`config.mk`:
```
export PLATFORM = sky130hd
export DESIGN_NAME = stack_eval
export DESIGN_NICKNAME = d
export VERILOG_FILES = /design/src/rtl/stk_pkg.sv /design/src/rtl/stk_alu.sv /design/src/rtl/stk_regs.sv /design/src/rtl/stk_ctrl.sv /design/src/rtl/stack_eval.sv
export SDC_FILE = /design/constraint.sdc
export NUM_CORES = 1
export LEC_CHECK = 0
export CORE_ASPECT_RATIO = 1.2
export CORE_MARGIN = 3
export CORE_UTILIZATION = 35
export CTS_CLUSTER_DIAMETER = 200
export DETAILED_ROUTE_END_ITERATION = 12
export PLACE_DENSITY = 0.6
export REMOVE_ABC_BUFFERS = 1
export SYNTH_ARGS = -nofsm -noshare
export SYNTH_HDL_FRONTEND = slang
export SYNTH_SLANG_ARGS = --single-unit
```
`constraint.sdc`:
```
create_clock -name clk -period 11.7 [get_ports clk]
set_input_delay 1.17 -clock clk [delete_from_list [all_inputs] [get_ports clk]]
set_output_delay 1.17 -clock clk [all_outputs]
set_load 0.02 [all_outputs]
```
`src/rtl/stk_pkg.sv`:
```
package stk_pkg;
  typedef enum logic [1:0] {
    OP_PUSH = 2'b00,
    OP_POP  = 2'b01,
    OP_ADD  = 2'b10,
    OP_MUL  = 2'b11
  } stk_op_e;

  typedef enum logic {
    ST_IDLE = 1'b0,
    ST_FILL = 1'b1
  } stk_state_e;
endpackage

```
`src/rtl/stk_alu.sv`:
```
module stk_alu #(
  parameter int DW = 16
) (
  input  logic [DW-1:0] below_i,
  input  logic [DW-1:0] top_i,
  input  logic          mul_i,
  output logic [DW-1:0] res_o
);
  logic [DW-1:0] sum_w;
  logic [DW-1:0] prod_w;

  // both results wrap to DW bits
  assign sum_w  = below_i + top_i;
  assign prod_w = below_i * top_i;
  assign res_o  = mul_i ? prod_w : sum_w;
endmodule

```
`src/rtl/stk_regs.sv`:
```
module stk_regs #(
  parameter int DW    = 16,
  parameter int DEPTH = 8
) (
  input  logic          clk,
  input  logic          rst_n,
  input  logic          push_en,
  input  logic [DW-1:0] push_data,
  input  logic          pop_en,
  input  logic          bin_en,
  input  logic [DW-1:0] bin_data,
  output logic [DW-1:0] top_q,
  output logic [DW-1:0] below_q,
  output logic          empty,
  output logic          full,
  output logic          has_two
);
  localparam int PW = $clog2(DEPTH);
  localparam int CW = $clog2(DEPTH + 1);

  logic [CW-1:0]    cnt_q;
  logic [CW-1:0]    cnt_d;
  logic [DW-1:0]    ent_q [DEPTH];
  logic [DEPTH-1:0] ent_we;
  logic [DW-1:0]    ent_wd;
  logic [PW-1:0]    fill_idx;
  logic [PW-1:0]    top_idx;
  logic [PW-1:0]    below_idx;

  assign fill_idx  = PW'(cnt_q);
  assign top_idx   = PW'(cnt_q - CW'(1));
  assign below_idx = PW'(cnt_q - CW'(2));

  assign top_q   = ent_q[top_idx];
  assign below_q = ent_q[below_idx];
  assign empty   = (cnt_q == '0);
  assign full    = (cnt_q == CW'(DEPTH));
  assign has_two = (cnt_q >= CW'(2));

  assign ent_wd = push_en ? push_data : bin_data;

  // per-entry write enable: a push fills the slot above the top,
  // a binary operation overwrites the slot below the top
  for (genvar g = 0; g < DEPTH; g++) begin : g_we
    assign ent_we[g] = (push_en && (fill_idx == PW'(g))) ||
                       (bin_en && (below_idx == PW'(g)));
  end

  always_comb begin
    cnt_d = cnt_q;
    if (push_en)               cnt_d = cnt_q + CW'(1);
    else if (pop_en || bin_en) cnt_d = cnt_q - CW'(1);
  end

  always_ff @(posedge clk or negedge rst_n) begin
    if (!rst_n) cnt_q <= '0;
    else        cnt_q <= cnt_d;
  end

  // data storage carries no reset
  always_ff @(posedge clk) begin
    for (int i = 0; i < DEPTH; i++) begin
      if (ent_we[i]) ent_q[i] <= ent_wd;
    end
  end
endmodule

```
`src/rtl/stk_ctrl.sv`:
```
module stk_ctrl
  import stk_pkg::*;
(
  input  logic       clk,
  input  logic       rst_n,
  input  logic       instr_valid,
  input  logic [1:0] instr_op,
  input  logic       empty,
  input  logic       full,
  input  logic       has_two,
  output logic       instr_ready,
  output logic       mem_rd_en,
  output logic       mem_wr_en,
  output logic       push_en,
  output logic       pop_en,
  output logic       bin_en,
  output logic       bin_mul,
  output logic       overflow_err,
  output logic       underflow_err
);
  stk_state_e state_q, state_d;
  logic       ovf_q, ovf_d;
  logic       unf_q, unf_d;
  logic       accept;
  logic       is_push, is_pop, is_bin;

  assign instr_ready = (state_q == ST_IDLE);
  assign accept      = instr_valid && instr_ready;
  assign is_push     = (instr_op == OP_PUSH);
  assign is_pop      = (instr_op == OP_POP);
  assign is_bin      = instr_op[1];

  assign mem_rd_en = accept && is_push && !full;
  assign mem_wr_en = accept && is_pop && !empty;
  assign pop_en    = mem_wr_en;
  assign bin_en    = accept && is_bin && has_two;
  assign bin_mul   = (instr_op == OP_MUL);
  assign push_en   = (state_q == ST_FILL);

  always_comb begin
    state_d = ST_IDLE;
    if (mem_rd_en) state_d = ST_FILL;
    ovf_d = ovf_q;
    unf_d = unf_q;
    if (accept && is_push && full) ovf_d = 1'b1;
    if (accept && ((is_pop && empty) || (is_bin && !has_two))) unf_d = 1'b1;
  end

  always_ff @(posedge clk or negedge rst_n) begin
    if (!rst_n) begin
      state_q <= ST_IDLE;
      ovf_q   <= 1'b0;
      unf_q   <= 1'b0;
    end else begin
      state_q <= state_d;
      ovf_q   <= ovf_d;
      unf_q   <= unf_d;
    end
  end

  assign overflow_err  = ovf_q;
  assign underflow_err = unf_q;
endmodule

```
`src/rtl/stack_eval.sv`:
```
module stack_eval #(
  parameter int DW    = 16,
  parameter int AW    = 8,
  parameter int DEPTH = 8
) (
  input  logic          clk,
  input  logic          rst_n,
  input  logic          instr_valid,
  output logic          instr_ready,
  input  logic [1:0]    instr_op,
  input  logic [AW-1:0] instr_addr,
  output logic          mem_rd_en,
  output logic          mem_wr_en,
  output logic [AW-1:0] mem_addr,
  output logic [DW-1:0] mem_wdata,
  input  logic [DW-1:0] mem_rdata,
  output logic          overflow_err,
  output logic          underflow_err
);
  logic          push_en, pop_en, bin_en, bin_mul;
  logic          empty, full, has_two;
  logic [DW-1:0] top_q, below_q, alu_res;

  stk_ctrl u_ctrl (
    .clk           (clk),
    .rst_n         (rst_n),
    .instr_valid   (instr_valid),
    .instr_op      (instr_op),
    .empty         (empty),
    .full          (full),
    .has_two       (has_two),
    .instr_ready   (instr_ready),
    .mem_rd_en     (mem_rd_en),
    .mem_wr_en     (mem_wr_en),
    .push_en       (push_en),
    .pop_en        (pop_en),
    .bin_en        (bin_en),
    .bin_mul       (bin_mul),
    .overflow_err  (overflow_err),
    .underflow_err (underflow_err)
  );

  stk_regs #(.DW(DW), .DEPTH(DEPTH)) u_regs (
    .clk       (clk),
    .rst_n     (rst_n),
    .push_en   (push_en),
    .push_data (mem_rdata),
    .pop_en    (pop_en),
    .bin_en    (bin_en),
    .bin_data  (alu_res),
    .top_q     (top_q),
    .below_q   (below_q),
    .empty     (empty),
    .full      (full),
    .has_two   (has_two)
  );

  stk_alu #(.DW(DW)) u_alu (
    .below_i (below_q),
    .top_i   (top_q),
    .mul_i   (bin_mul),
    .res_o   (alu_res)
  );

  assign mem_addr  = instr_addr;
  assign mem_wdata = top_q;
endmodule

```
==> results.json <==
{
  "drive_above_1_share": 0.1440,
  "grtUsageTotal": 0.1674,
  "ios": 58,
  "cp-start-kind": "register",
  "min_path_type": "register to register",
  "globalRouteMet3Util": 0.02629,
  "tns_ns": 0,
  "die_area_sq_um": 34530,
  "syn2layout_area_growth_pct": 12.32,
  "postCtsSetupRepairBufs": 0,
  "required_ns": 11.83,
  "cap_violations": 0,
  "layout_common_cells": "138 x inv_1, 128 x edfxtp_1, 80 x nand2_1, 80 x nor2_1, 80 x fa_1",
  "mostFrequentLayoutCell": "inv_1",
  "antenna_cells": 0,
  "status": "complete, no violations",
  "hp-start": "u_ctrl.underflow_err$_DFFE_PN0P_",
  "cp.arrival_ns": 9.02,
  "wl_per_cell_um": 20.63,
  "cts.sinks": 135,
  "r2r-end": "u_regs.ent_q[2][13]$_DFFE_PP_",
  "rsz0062_at_grt": "no",
  "yosysWarnings": 0,
  "drtIter0Drc": 520,
  "clk_latency_ns": 0.41,
  "detail-route-antenna-nets": 0,
  "synth_compound_area_frac": 0.04987,
  "routed_wl_um": 28320,
  "clock_skew_ns": 0.008639,
  "syn_area_sq_um": 11320,
  "initial_core_util": 0.3578,
  "first_global_vias": 7599,
  "hpwl_um": 21450,
  "post_cts_resized": 0,
  "hold_viol": 0,
  "setup_slack_ns": 2.807,
  "rr_worst_depth": 25,
  "r2r_slack_ns": 2.81,
  "hold_end": "u_ctrl.underflow_err$_DFFE_PN0P_",
  "cp-end-kind": "register",
  "slew_violations": 0,
  "fin_hold_ws_ns": 0.4738,
  "fin_crit_sh": 0.7601,
  "cts_buffers": 17,
  "fin_crit_ns": 8.893,
  "globalplace.congestion": 0.8838,
  "criticalPathCategory": "register to register",
  "synth.distinct_cells": 60,
  "antenna_found_initial": 0,
  "ctsHtreeMaxLevel": 4,
  "met2_usage": 0.2965,
  "fp.coreArea_sq_um": 31630,
  "finalSetupViolCount": 0,
  "drtPass1Iterations": 5,
  "vias": 7234,
  "synth_top_family_by_area": "adder cells",
  "cts-root-buf": "clkbuf_16",
  "fmax_mhz": 112.4,
  "synthXorXnorAreaFrac": 0.04544,
  "seq_area_frac_synth": 0.3552,
  "use_met1": 0.2046,
  "holdPathStages": 1,
  "io_buffer_count": 41,
  "cts_max_path_buffers": 2,
  "synth_enable_flop_cells": 128,
  "synthMuxAreaShare": 0.1740,
  "ys_async_sr_fraction": 0.05185,
  "grt_max_degree": 47,
  "grt.overflow.total": 0,
  "cts_tree": "built",
  "avgSynthCellArea_sq_um": 12.25,
  "path_max_fanout": 38,
  "drc_errors": 0,
  "worst_pin_slew_ns": 1.151,
  "netlist_instances": 924,
  "worstReg2RegStart": "u_regs.cnt_q[1]$_DFFE_PN0P_",
  "busiest_layer": "met2",
  "synthFlopType": "edfxtp_1",
  "place_ws_ns": 2.732,
  "slew_headroom": 0.2324,
  "cts_hold_buf": 0,
  "nNetsFinal": 1145,
  "synth-adder-area-share": 0.2267,
  "yosys.area_share.simple": 0.07519,
  "die_y_um": 203.0,
  "row_count": 71,
  "grt_pass1_wl_um": 43440,
  "avgViaCountPerCell": 5.269,
  "cts.clk_slew.worst_paths_ns": 0.06,
  "ys_ff_latch": 135,
  "fp.dieW_um": 170.1
}
per-layer routing:
metal | share of wire | vias up
li1 | - | 3271
met1 | 0.40 | 3692
met2 | 0.52 | 223
met3 | 0.053 | 48
met4 | 0.029 | 0
met5 | 0 | -
sequential cells by signal, summed over array words and instances, names as in the netlist:
register	cells
u_ctrl.overflow_err	1
u_ctrl.push_en	1
u_ctrl.underflow_err	1
u_regs.cnt_q	4
u_regs.ent_q	128
cell usage after synthesis (2+ instances only):
library cell | number | area share
a211oi_1 | 3 | 0.0020
a21boi_0 | 3 | 0.0020
a21o_1 | 5 | 0.0033
a21oi_1 | 29 | 0.013
a22o_1 | 3 | 0.0023
a2bb2oi_1 | 3 | 0.0023
a32o_1 | 5 | 0.0044
and2_1 | 10 | 0.0055
buf_1 | 2 | 0.00066
buf_12 | 3 | 0.0053
buf_2 | 10 | 0.0044
buf_4 | 8 | 0.0053
buf_6 | 4 | 0.0040
clkbuf_1 | 9 | 0.0030
clkinv_1 | 3 | 0.0010
dfrtp_1 | 7 | 0.015
edfxtp_1 | 128 | 0.34
fa_1 | 80 | 0.14
ha_1 | 77 | 0.085
inv_1 | 138 | 0.046
inv_2 | 7 | 0.0023
mux2_2 | 13 | 0.013
mux2i_1 | 11 | 0.0097
mux2i_2 | 8 | 0.0097
mux2i_4 | 5 | 0.010
mux4_1 | 9 | 0.021
mux4_2 | 55 | 0.11
nand2_1 | 80 | 0.027
nand3_1 | 6 | 0.0027
nor2_1 | 80 | 0.027
nor2b_1 | 7 | 0.0039
nor3_1 | 11 | 0.0049
o21a_1 | 4 | 0.0027
o21ai_0 | 15 | 0.0066
o21bai_1 | 4 | 0.0027
o311ai_0 | 2 | 0.0015
or2_2 | 2 | 0.0011
or3_1 | 2 | 0.0011
xnor2_1 | 42 | 0.033
xor2_1 | 11 | 0.0085
stage by stage:
stage               instances  utilization  instance area (sq um)
finish                   1373       0.4019                  12710
detailed placement       1341       0.3811                  12050
CTS                      1373       0.4019                  12710
floorplan                 887            -                  11040
global placement         1341       0.3811                  12050
global route             1373       0.4019                  12710
critical path, cell delays in order (launching register included):
cell,delay (ns)
dfrtp_1,0.32
buf_4,0.46
inv_1,0.25
ha_2,1.07
mux4_2,0.60
mux2i_1,0.59
inv_1,0.20
ha_1,0.29
fa_1,0.50
inv_1,0.05
fa_1,0.47
inv_1,0.05
fa_1,0.48
fa_1,0.50
fa_1,0.49
inv_1,0.05
fa_1,0.47
inv_1,0.04
ha_1,0.32
and3_1,0.17
a21oi_1,0.10
o21ai_0,0.13
nor2_1,0.15
xnor2_1,0.21
a21oi_1,0.12
a2bb2oi_1,0.51
worst max path at each step:
stage	startpoint	endpoint	slack (ns)	cells after the start
after floorplan	u_regs.cnt_q[0]$_DFFE_PN0P_	u_regs.ent_q[0][15]$_DFFE_PP_	1.47	25
after global placement	u_regs.cnt_q[1]$_DFFE_PN0P_	u_regs.ent_q[6][15]$_DFFE_PP_	2.92	26
after detailed placement	u_regs.cnt_q[1]$_DFFE_PN0P_	u_regs.ent_q[6][13]$_DFFE_PP_	2.73	25
after CTS	u_regs.cnt_q[1]$_DFFE_PN0P_	u_regs.ent_q[2][15]$_DFFE_PP_	2.73	26
after global routing	u_regs.cnt_q[1]$_DFFE_PN0P_	u_regs.ent_q[1][15]$_DFFE_PP_	2.15	26
final	u_regs.cnt_q[1]$_DFFE_PN0P_	u_regs.ent_q[2][13]$_DFFE_PP_	2.81	25
layout make-up:
class | count | area [sq um]
sequential | 135 | 4023
clock buffer | 21 | 460.4
multi-input combinational | 603 | 6466
inverter | 149 | 561.8
clock inverter | 11 | 196.4
tap | 401 | 501.7
timing repair buffer | 53 | 500.5
fill | 2956 | 18920
kinds of logic (layout without fill, tap and decap cells):
logic type | Yosys count | after routing
xor+xnor | 55 | 55
buf+inv | 186 | 234
simple gates | 203 | 203
fa+ha+maj | 157 | 157
compound gates | 86 | 86
mux | 102 | 102
flops | 135 | 135
Power is left out: the tool's default activity adds up to more than one toggle a clock period on the data nets, which glitch-free logic cannot reach.
